--- config.mk ---
export PLATFORM = sky130hd
export DESIGN_NAME = can_mask_sel
export DESIGN_NICKNAME = d
export VERILOG_FILES = /design/src/rtl/can_mask_pkg.sv /design/src/rtl/can_mask_regs.sv /design/src/rtl/can_mask_pick.sv /design/src/rtl/can_mask_cmp.sv /design/src/rtl/can_mask_sel.sv
export SDC_FILE = /design/constraint.sdc
export NUM_CORES = 2
export LEC_CHECK = 0
export BUFFER_PORTS_ARGS = -buffer_cell sky130_fd_sc_hd__clkbuf_2
export CORE_MARGIN = 4
export CORE_UTILIZATION = 42
export CTS_BUF_LIST = sky130_fd_sc_hd__clkbuf_4 sky130_fd_sc_hd__clkbuf_8
export CTS_CLUSTER_DIAMETER = 60
export DETAILED_ROUTE_END_ITERATION = 10
export GPL_TIMING_DRIVEN = 0
export MAX_ROUTING_LAYER = met4
export SYNTH_ARGS = -nofsm -noshare
export SYNTH_HDL_FRONTEND = slang
export SYNTH_SLANG_ARGS = --single-unit
export TNS_END_PERCENT = 10
--- constraint.sdc ---
create_clock -name clk -period 3.23 [get_ports clk]
set_input_delay 0.4845 -clock clk [delete_from_list [all_inputs] [get_ports clk]]
set_output_delay 0.4845 -clock clk [all_outputs]
set_load 0.05 [all_outputs]
--- src/rtl/can_mask_pkg.sv ---
package can_mask_pkg;

    localparam int unsigned MAX_ID_W = 64;

    // target register of a mask write
    typedef enum logic [1:0] {
        MSEL_GLOBAL = 2'd0,
        MSEL_LEG_A  = 2'd1,
        MSEL_LEG_B  = 2'd2,
        MSEL_INDIV  = 2'd3
    } msel_e;

    // which mask feeds a lookup
    typedef enum logic [1:0] {
        SRC_GLOBAL,
        SRC_LEG_A,
        SRC_LEG_B,
        SRC_INDIV
    } src_e;

    typedef struct packed {
        logic       is_fifo;
        logic [7:0] idx;
    } lookup_t;

    // a set mask bit demands equality, a clear one ignores the bit
    function automatic logic masked_equal(input logic [MAX_ID_W-1:0] id,
                                          input logic [MAX_ID_W-1:0] filt,
                                          input logic [MAX_ID_W-1:0] mask);
        return ((id ^ filt) & mask) == '0;
    endfunction

endpackage

--- src/rtl/can_mask_regs.sv ---
module can_mask_regs
    import can_mask_pkg::*;
#(
    parameter int unsigned ID_W      = 32,
    parameter int unsigned N_SLOTS   = 16,
    parameter bit          HAS_INDIV = 1'b1,
    localparam int unsigned IDX_W    = (N_SLOTS > 1) ? $clog2(N_SLOTS) : 1
) (
    input  logic             clk,
    input  logic             rst,
    input  logic             freeze_i,
    input  logic             wr_en_i,
    input  msel_e            wr_sel_i,
    input  logic [IDX_W-1:0] wr_idx_i,
    input  logic [ID_W-1:0]  wr_data_i,
    output logic [ID_W-1:0]  glob_q,
    output logic [ID_W-1:0]  leg_a_q,
    output logic [ID_W-1:0]  leg_b_q,
    output logic [ID_W-1:0]  ind_q [N_SLOTS]
);

    localparam logic [ID_W-1:0] ALL_ONES = '1;

    logic wr_ok;
    assign wr_ok = wr_en_i && freeze_i;

    always_ff @(posedge clk) begin
        if (rst) begin
            glob_q  <= ALL_ONES;
            leg_a_q <= ALL_ONES;
            leg_b_q <= ALL_ONES;
        end else if (wr_ok) begin
            case (wr_sel_i)
                MSEL_GLOBAL: glob_q  <= wr_data_i;
                MSEL_LEG_A:  leg_a_q <= wr_data_i;
                MSEL_LEG_B:  leg_b_q <= wr_data_i;
                default: ;
            endcase
        end
    end

    generate
        if (HAS_INDIV) begin : g_indiv
            for (genvar s = 0; s < N_SLOTS; s++) begin : g_slot
                always_ff @(posedge clk) begin
                    if (rst) begin
                        ind_q[s] <= ALL_ONES;
                    end else if (wr_ok && wr_sel_i == MSEL_INDIV
                                 && wr_idx_i == IDX_W'(s)) begin
                        ind_q[s] <= wr_data_i;
                    end
                end
            end
        end else begin : g_no_indiv
            for (genvar s = 0; s < N_SLOTS; s++) begin : g_slot
                assign ind_q[s] = ALL_ONES;
            end
        end
    endgenerate

endmodule

--- src/rtl/can_mask_pick.sv ---
module can_mask_pick
    import can_mask_pkg::*;
#(
    parameter int unsigned ID_W        = 32,
    parameter int unsigned N_SLOTS     = 16,
    parameter bit          HAS_INDIV   = 1'b1,
    parameter int unsigned LEG_SLOT_A  = 14,
    parameter int unsigned LEG_SLOT_B  = 15,
    parameter int unsigned FIFO_ELEM_A = 6,
    parameter int unsigned FIFO_ELEM_B = 7,
    localparam int unsigned IDX_W      = (N_SLOTS > 1) ? $clog2(N_SLOTS) : 1
) (
    input  logic             indiv_mode_i,
    input  logic             fifo_en_i,
    input  logic             q_fifo_i,
    input  logic [IDX_W-1:0] q_idx_i,
    input  logic [ID_W-1:0]  glob_q,
    input  logic [ID_W-1:0]  leg_a_q,
    input  logic [ID_W-1:0]  leg_b_q,
    input  logic [ID_W-1:0]  ind_q [N_SLOTS],
    output src_e             src_o,
    output logic [ID_W-1:0]  mask_o
);

    logic in_range;
    logic slot_a, slot_b, elem_a, elem_b;

    assign in_range = 32'(q_idx_i) < N_SLOTS;
    assign slot_a   = !q_fifo_i && 32'(q_idx_i) == LEG_SLOT_A;
    assign slot_b   = !q_fifo_i && 32'(q_idx_i) == LEG_SLOT_B;
    assign elem_a   = q_fifo_i && fifo_en_i && 32'(q_idx_i) == FIFO_ELEM_A;
    assign elem_b   = q_fifo_i && fifo_en_i && 32'(q_idx_i) == FIFO_ELEM_B;

    always_comb begin
        if (HAS_INDIV && indiv_mode_i && in_range) begin
            src_o = SRC_INDIV;
        end else if (slot_a || elem_a) begin
            src_o = SRC_LEG_A;
        end else if (slot_b || elem_b) begin
            src_o = SRC_LEG_B;
        end else begin
            src_o = SRC_GLOBAL;
        end
    end

    always_comb begin
        case (src_o)
            SRC_INDIV: mask_o = ind_q[in_range ? q_idx_i : '0];
            SRC_LEG_A: mask_o = leg_a_q;
            SRC_LEG_B: mask_o = leg_b_q;
            default:   mask_o = glob_q;
        endcase
    end

endmodule

--- src/rtl/can_mask_cmp.sv ---
module can_mask_cmp
    import can_mask_pkg::*;
#(
    parameter int unsigned ID_W = 32
) (
    input  logic [ID_W-1:0] id_i,
    input  logic [ID_W-1:0] filt_i,
    input  logic [ID_W-1:0] mask_i,
    output logic            match_o
);

    assign match_o = masked_equal(MAX_ID_W'(id_i), MAX_ID_W'(filt_i),
                                  MAX_ID_W'(mask_i));

endmodule

--- src/rtl/can_mask_sel.sv ---
module can_mask_sel
    import can_mask_pkg::*;
#(
    parameter int unsigned ID_W        = 32,
    parameter int unsigned N_SLOTS     = 16,
    parameter bit          HAS_INDIV   = 1'b1,
    parameter int unsigned LEG_SLOT_A  = 14,
    parameter int unsigned LEG_SLOT_B  = 15,
    parameter int unsigned FIFO_ELEM_A = 6,
    parameter int unsigned FIFO_ELEM_B = 7,
    localparam int unsigned IDX_W      = (N_SLOTS > 1) ? $clog2(N_SLOTS) : 1
) (
    input  logic             clk,
    input  logic             rst,
    input  logic             freeze_i,
    input  logic             wr_en_i,
    input  logic [1:0]       wr_sel_i,
    input  logic [IDX_W-1:0] wr_idx_i,
    input  logic [ID_W-1:0]  wr_data_i,
    input  logic             indiv_mode_i,
    input  logic             fifo_en_i,
    input  logic             q_fifo_i,
    input  logic [IDX_W-1:0] q_idx_i,
    input  logic [ID_W-1:0]  q_id_i,
    input  logic [ID_W-1:0]  q_filter_i,
    output logic [ID_W-1:0]  q_mask_o,
    output logic             q_match_o
);

    logic [ID_W-1:0] glob_q, leg_a_q, leg_b_q;
    logic [ID_W-1:0] ind_q [N_SLOTS];
    src_e            src;

    can_mask_regs #(
        .ID_W(ID_W), .N_SLOTS(N_SLOTS), .HAS_INDIV(HAS_INDIV)
    ) u_regs (
        .clk(clk), .rst(rst), .freeze_i(freeze_i), .wr_en_i(wr_en_i),
        .wr_sel_i(msel_e'(wr_sel_i)), .wr_idx_i(wr_idx_i),
        .wr_data_i(wr_data_i), .glob_q(glob_q), .leg_a_q(leg_a_q),
        .leg_b_q(leg_b_q), .ind_q(ind_q)
    );

    can_mask_pick #(
        .ID_W(ID_W), .N_SLOTS(N_SLOTS), .HAS_INDIV(HAS_INDIV),
        .LEG_SLOT_A(LEG_SLOT_A), .LEG_SLOT_B(LEG_SLOT_B),
        .FIFO_ELEM_A(FIFO_ELEM_A), .FIFO_ELEM_B(FIFO_ELEM_B)
    ) u_pick (
        .indiv_mode_i(indiv_mode_i), .fifo_en_i(fifo_en_i),
        .q_fifo_i(q_fifo_i), .q_idx_i(q_idx_i), .glob_q(glob_q),
        .leg_a_q(leg_a_q), .leg_b_q(leg_b_q), .ind_q(ind_q),
        .src_o(src), .mask_o(q_mask_o)
    );

    can_mask_cmp #(.ID_W(ID_W)) u_cmp (
        .id_i(q_id_i), .filt_i(q_filter_i), .mask_i(q_mask_o),
        .match_o(q_match_o)
    );

endmodule

Yosys cells after proc, flatten, opt, wreduce, memory -nomap -nowiden
Cells that the tools add are included.
{"block": "classes", "magnitude_cmp": 1, "eq_ne": 25, "n_mux": 7, "bitwise_logic": 3, "reduce_logical": 32}
{"operator": "32-bit binary-select mux with 4-bit select", "count": 1}
{"operator": "32-bit case mux with 3 select lines", "count": 1}
{"operator": "64-bit by 32-bit bitwise AND with 64-bit output", "count": 1}
{"operator": "64-bit zero test", "count": 1}
{"operator": "32-bit two-way mux", "count": 2}
{"operator": "4-bit == test, second input constant", "count": 10}
{"operator": "32-bit XOR", "count": 1}
{"operator": "4-bit by 3-bit == test with 1-bit output, second input constant", "count": 6}
{"operator": "1-bit logical AND", "count": 23}
{"operator": "2-bit == test, second input constant", "count": 4}
{"operator": "4-bit by 2-bit == test with 1-bit output, second input constant", "count": 2}
{"operator": "2-bit two-way mux", "count": 3}
{"operator": "2-bit AND reduction", "count": 3}
{"operator": "5-bit >= comparator, second input constant", "count": 1}
{"operator": "4-bit NOT with 5-bit output", "count": 1}
{"operator": "2-bit by 1-bit == test with 1-bit output, second input constant", "count": 2}
{"operator": "4-bit by 1-bit == test with 1-bit output, second input constant", "count": 1}
{"operator": "4-bit zero test", "count": 1}
{"operator": "2-bit zero test", "count": 1}
{"operator": "1-bit logical OR", "count": 2}
{"operator": "1-bit zero test", "count": 1}
{"block": "word_totals", "register_bits": 608, "out_inout_bits": 33, "wordCells": 87}

Logic depth before layout (Yosys ltp)
{"block": "logic_depth", "depth_word": 10, "mapped_depth": 12}

Modules after synthesis
From an unflattened synthesis, not the netlist that was laid out.
{"block": "hier_totals", "hier_cells": 2543, "area_unflattened_um2": 27143.5}
{"module": "can_mask_regs", "n_inst": 1, "cells_per_inst": 2096, "area_each_um2": 21814.7}
{"module": "can_mask_pick", "n_inst": 1, "cells_per_inst": 394, "area_each_um2": 4890.9}
{"module": "can_mask_cmp", "n_inst": 1, "cells_per_inst": 53, "area_each_um2": 437.9}

Least setup slack after synthesis
OpenSTA, ideal clock, no wires.
{"block": "synth_path", "kind": "input to output", "start": "input q_idx_i[0]", "end": "output q_match_o", "arrival_ns": 3.729, "path_slack_ns": -0.984, "stages": 12, "n_path_buf": 5, "cell_sequence": "buf_6 -> buf_6 -> buf_6 -> buf_2 -> buf_2 -> mux2i_1 -> nand2_1 -> nand3_1 -> o221ai_1 -> a22oi_1 -> nand4_1 -> nor4_2"}
{"block": "synth_between", "elab_chain_len": 10, "elab_cells_between_ends": 23, "classes_between": "eq/ne: 7; mux: 7; bitwise: 2; reduce/logical: 7"}
{"element": "from (decl)", "line_no": "can_mask_sel.sv:23", "source": "input logic [IDX_W-1:0] q_idx_i,"}
{"element": "4-bit == test / 4-bit by 3-bit == test with 1-bit output (equally long branches)", "line_no": "can_mask_pick.sv:30, can_mask_pick.sv:32"}
{"element": "1-bit logical AND, on equally long branches", "line_no": "can_mask_pick.sv:30, can_mask_pick.sv:32"}
{"element": "1-bit logical OR", "line_no": "can_mask_pick.sv:39", "source": "end else if (slot_b || elem_b) begin"}
{"element": "2-bit two-way mux", "line_no": "can_mask_pick.sv:39"}
{"element": "2-bit two-way mux", "line_no": "can_mask_pick.sv:37", "source": "end else if (slot_a || elem_a) begin"}
{"element": "2-bit two-way mux", "line_no": "can_mask_pick.sv:35", "source": "if (HAS_INDIV && indiv_mode_i && in_range) begin"}
{"element": "2-bit == test / 2-bit by 1-bit == test with 1-bit output (equally long branches)", "line_no": "can_mask_pick.sv:47", "source": "case (src_o)"}
{"element": "32-bit case mux with 3 select lines *", "line_no": "can_mask_pick.sv:47"}
{"element": "net q_mask_o[20]", "line_no": "can_mask_sel.sv:26", "source": "output logic [ID_W-1:0] q_mask_o,"}
{"element": "64-bit by 32-bit bitwise AND with 64-bit output *", "line_no": "can_mask_pkg.sv:30", "source": "return ((id ^ filt) & mask) == '0;"}
{"element": "64-bit zero test *", "line_no": "can_mask_pkg.sv:30"}
{"element": "to (decl)", "line_no": "can_mask_sel.sv:27", "source": "output logic q_match_o"}
Mark *: on every way through the listed nets, which the timed path passes. The rest lies on a longest branch. The select of a mux whose other input is x is not followed.

Worst setup path after layout
{"block": "layout_path", "start": "input q_idx_i[3]", "end": "output q_match_o"}
{"block": "layout_between", "elab_chain_len": 10, "elab_cells_between_ends": 23, "classes_between": "eq/ne: 7; mux: 7; bitwise: 2; reduce/logical: 7"}
{"element": "4-bit == test / 4-bit by 3-bit == test with 1-bit output (equally long branches)", "line_no": "can_mask_pick.sv:30, can_mask_pick.sv:32"}
{"element": "1-bit logical AND, on equally long branches", "line_no": "can_mask_pick.sv:30, can_mask_pick.sv:32"}
{"element": "1-bit logical OR", "line_no": "can_mask_pick.sv:39"}
{"element": "2-bit two-way mux", "line_no": "can_mask_pick.sv:39"}
{"element": "2-bit two-way mux", "line_no": "can_mask_pick.sv:37"}
{"element": "2-bit two-way mux", "line_no": "can_mask_pick.sv:35"}
{"element": "2-bit == test / 2-bit by 1-bit == test with 1-bit output (equally long branches)", "line_no": "can_mask_pick.sv:47"}
{"element": "32-bit case mux with 3 select lines *", "line_no": "can_mask_pick.sv:47"}
{"element": "64-bit by 32-bit bitwise AND with 64-bit output *", "line_no": "can_mask_pkg.sv:30"}
{"element": "64-bit zero test *", "line_no": "can_mask_pkg.sv:30"}
Mark *: on every way between the ends. The rest lies on a longest branch, timed or not. The select of a mux whose other input is x is not followed.

==> impl_metrics.json <==
{
  "number_of_synthesized_flops_with_an_enable_pin": 0,
  "fin_ws_ps": -610,
  "detailed_place_hpwl_mm": 85.7,
  "clk_pin_slew_worst_paths_ps": 60,
  "grt_first_pass_wirelength_mm": 168,
  "finalWeightedCongestion": 1.01,
  "global_route.usage.total_pct": 33.2,
  "biggest_area_contributors_in_the_synthesized_netlist": "dfxtp_1 43%, a211o_1 15%, nor2b_1 11%",
  "synth_async_sr_flop_share_pct": 0,
  "crit-reg2reg-capture": "u_regs.glob_q[12]",
  "dieWidth_um": 267,
  "class_of_the_tightest_hold_or_removal_check": "in2reg",
  "cts_hold_repair.buffers": 0,
  "timing.final.max_slew_violations": 0,
  "fp-row-count": 94,
  "cts_inserted_buffers": 105,
  "clk_latency_worst_skew_pair_ps": 710,
  "cap_viol_max_count": 0,
  "critPathMaxFanout": 10,
  "static-leakage-power_nw": 11.5,
  "postSynthRegisterBits": 608,
  "syn_nets": 2951,
  "first_global_vias": 23800,
  "power_frac_clock_pct": 44.0,
  "finished_layout_cells": 4035,
  "die_height_um": 267,
  "core_um2": 66200,
  "syn_area_per_cell_um2": 9.96,
  "portBuffers": 110,
  "layout.cell_area.non_filler_um2": 33600,
  "yosysTopAreaCell": "dfxtp_1",
  "vias_per_cell": 6.22,
  "power.density_cell_area_nw_per_um2": 505,
  "syn_area_um2": 28300,
  "tritoncts_clock_tree": "done",
  "postPlaceCellArea_um2": 30000,
  "initial_core_util_pct": 42.7,
  "path_cells": "buf_2 > clkbuf_2 > buf_2 > o221ai_1 > nand3_1 > o21ai_0 > nor4_1 > nand4_1 > nor4_4 > clkbuf_8",
  "drive_above_1_share_pct": 17.4,
  "final_routed_drc_violation_total": 0,
  "grt_setup_unrepaired": "yes",
  "most_frequent_standard_cell_in_the_layout_excluding_fill_and_tap_cells": "dfxtp_1",
  "synth-seq-area-share_pct": 43.1,
  "power.share.combinational_pct": 11.2,
  "power.internal_mw": 12.3,
  "netlist_instances": 2838,
  "largest_net_degree_at_the_start_of_global_routing": 14,
  "final_net_count": 3207,
  "regToRegStartpoint": "u_regs.glob_q[12]",
  "crit_path_top_delay_cell": "buf_2",
  "setup.worst_path.class": "in2out",
  "max-slew-margin-rel_pct": 26.4,
  "most-common-layout-cells": "607 x dfxtp_1, 477 x nor2b_1, 473 x a211o_1, 261 x mux2i_1, 197 x nand2_1",
  "vdd.ir_drop.worst_mv": 0.400,
  "run_status": "finished with violations",
  "grt_antenna_before_repair": 3,
  "root_buffer_cell": "clkbuf_8",
  "crit_arrival_ps": 3360,
  "grt.overflow.total": 0,
  "switching_power_mw": 4.67,
  "cp_common_cell": "buf_2",
  "rrSetupSlack_ps": 2330,
  "cp.required_ps": 2750,
  "cp_slowest_stage_delay_ps": 430,
  "detailroute.via_count": 25100,
  "seq_pwr_share_pct": 44.8,
  "numClockSinks": 608,
  "number_of_drc_markers_after_the_initial_detailed_route_iteration": 3186,
  "io-pin-count": 146,
  "routed_wire_length_per_instance_um": 29.7,
  "finClkSkew_ps": 0,
  "areaGrowthSynthToFinish_pct": 19.0,
  "synth.distinct_cells": 66,
  "die_area_um2": 71500,
  "setup_viol": 13,
  "timing.hold.worst_endpoint": "u_regs.glob_q[1]",
  "period_minus_slack_ps": 3840,
  "detailedRoute.firstPassIterationCount": 6,
  "ys.warnings.count": 0,
  "yosysTopAreaCellShare_pct": 43.1,
  "place_inst": 3812,
  "switching_share_pct": 27.5,
  "max_freq_mhz": 260,
  "clock_tree.buffer_depth": 3,
  "cp-start-kind": "primary input",
  "violated_checks": "setup timing",
  "holdPathStages": 4,
  "synth_ff_type": "dfxtp_1",
  "final_count_of_hold_timing_violations": 0,
  "finalCritPeriodShare_pct": 119,
  "hold_path.startpoint": "wr_sel_i[0]",
  "worst_r2r_path_depth": 2,
  "max_slew.worst_pin.slew_ps": 1100,
  "category_of_the_worst_setup_path_capture_point": "primary output",
  "antenna_violating_nets_post_route": 0,
  "cts.htree.levels": 3,
  "postRouteWirelength_mm": 120
}
[kinds of logic after synthesis]
logic type | share of synthesized area (%)
muxes | 14.4
DFF | 43.1
AOI/OAI and AO/OA | 20.4
xor gates and xnor gates | 1.15
buffers and inverters | 4.77
and+or+nand+nor | 16.2
[metrics by stage]
stage	total power, mW	hold slack [ps]	setup WS (ps)	setup TNS (ps)	utilization (%)
5_1_grt	17.4	285	-625	-1320	50.8
3_5_place_dp	9.40	453	-1870	-57470	45.3
4_1_cts	16.9	223	-634	-1710	50.0
6_report	17.0	271	-610	-1230	50.8
3_3_place_gp	9.39	444	-1950	-52640	45.3
2_1_floorplan	8.68	433	-189	-265	-
[area by class of cell]
type	count	area [um2]
flip-flops and latches	608	12200
multi-input cells	1913	15300
repair buffers	149	958
well taps	864	1080
fillers	6104	32600
plain buffers	309	1880
clock inverters	10	81.3
diodes	3	7.51
inverters	8	31.3
clock buffers	171	2110
[registers in the layout (all words and copies together), names as in the netlist]
register,flops
u_regs.ind_q,512
u_regs.leg_a_q,32
u_regs.leg_b_q,32
u_regs.glob_q,32
[worst max-delay path: cells and delay by family]
family	cells	cell delay, ps
buffers and inverters	4	1250
AND/OR/NAND/NOR	4	1140
AO/OA/AOI/OAI	2	430
[cells in the mapped netlist, types with 20 or more instances]
master    number
a211o_1      473
nand3_1       56
nand2_1      199
a22oi_1       64
nor2_1        45
mux2i_1      281
clkbuf_1     195
buf_2         30
buf_1         66
nor2b_1      479
dfxtp_1      608
a21oi_1       29
xor2_1        20
o21ai_0       25
mux4_2        51
[power by group through the flow]
| stage | Clock (mW) | Combinational (mW) | Sequential, mW |
|---|---|---|---|
| 6_report | 7.47 | 1.90 | 7.60 |
| 5_1_grt | 7.83 | 1.94 | 7.60 |
| 4_1_cts | 7.47 | 1.78 | 7.59 |
| 3_5_place_dp | 0 | 1.65 | 7.76 |
| 3_3_place_gp | 0 | 1.64 | 7.75 |
| 2_1_floorplan | 0 | 0.931 | 7.75 |
[how the worst max path moves through the flow]
stage | from | to | slack (ps)
CTS | q_idx_i[1] | q_match_o | -630
detailed placement | q_idx_i[1] | q_match_o | -1870
global route | q_idx_i[0] | q_match_o | -620
global placement | q_idx_i[1] | q_match_o | -1950
finish | q_idx_i[3] | q_match_o | -610
floorplan | q_idx_i[0] | q_match_o | -190
[metal layers]
metal / routed length (um) / GRT usage (%) / share of wire, %
met5: 0 / - / 0
met4: 4430 / 12.6 / 3.7
met3: 13000 / 8.27 / 11
met2: 53600 / 50.9 / 45
met1: 48800 / 42.5 / 41
[repair_timing]
item	in CTS	in global routing
gates resized for setup	204	70
endpoints found under the setup margin	33	26
gates cloned	0	2
pin swaps	16	19
setup buffers	17	26
No activity file was read; power rests on OpenSTA's default activity.
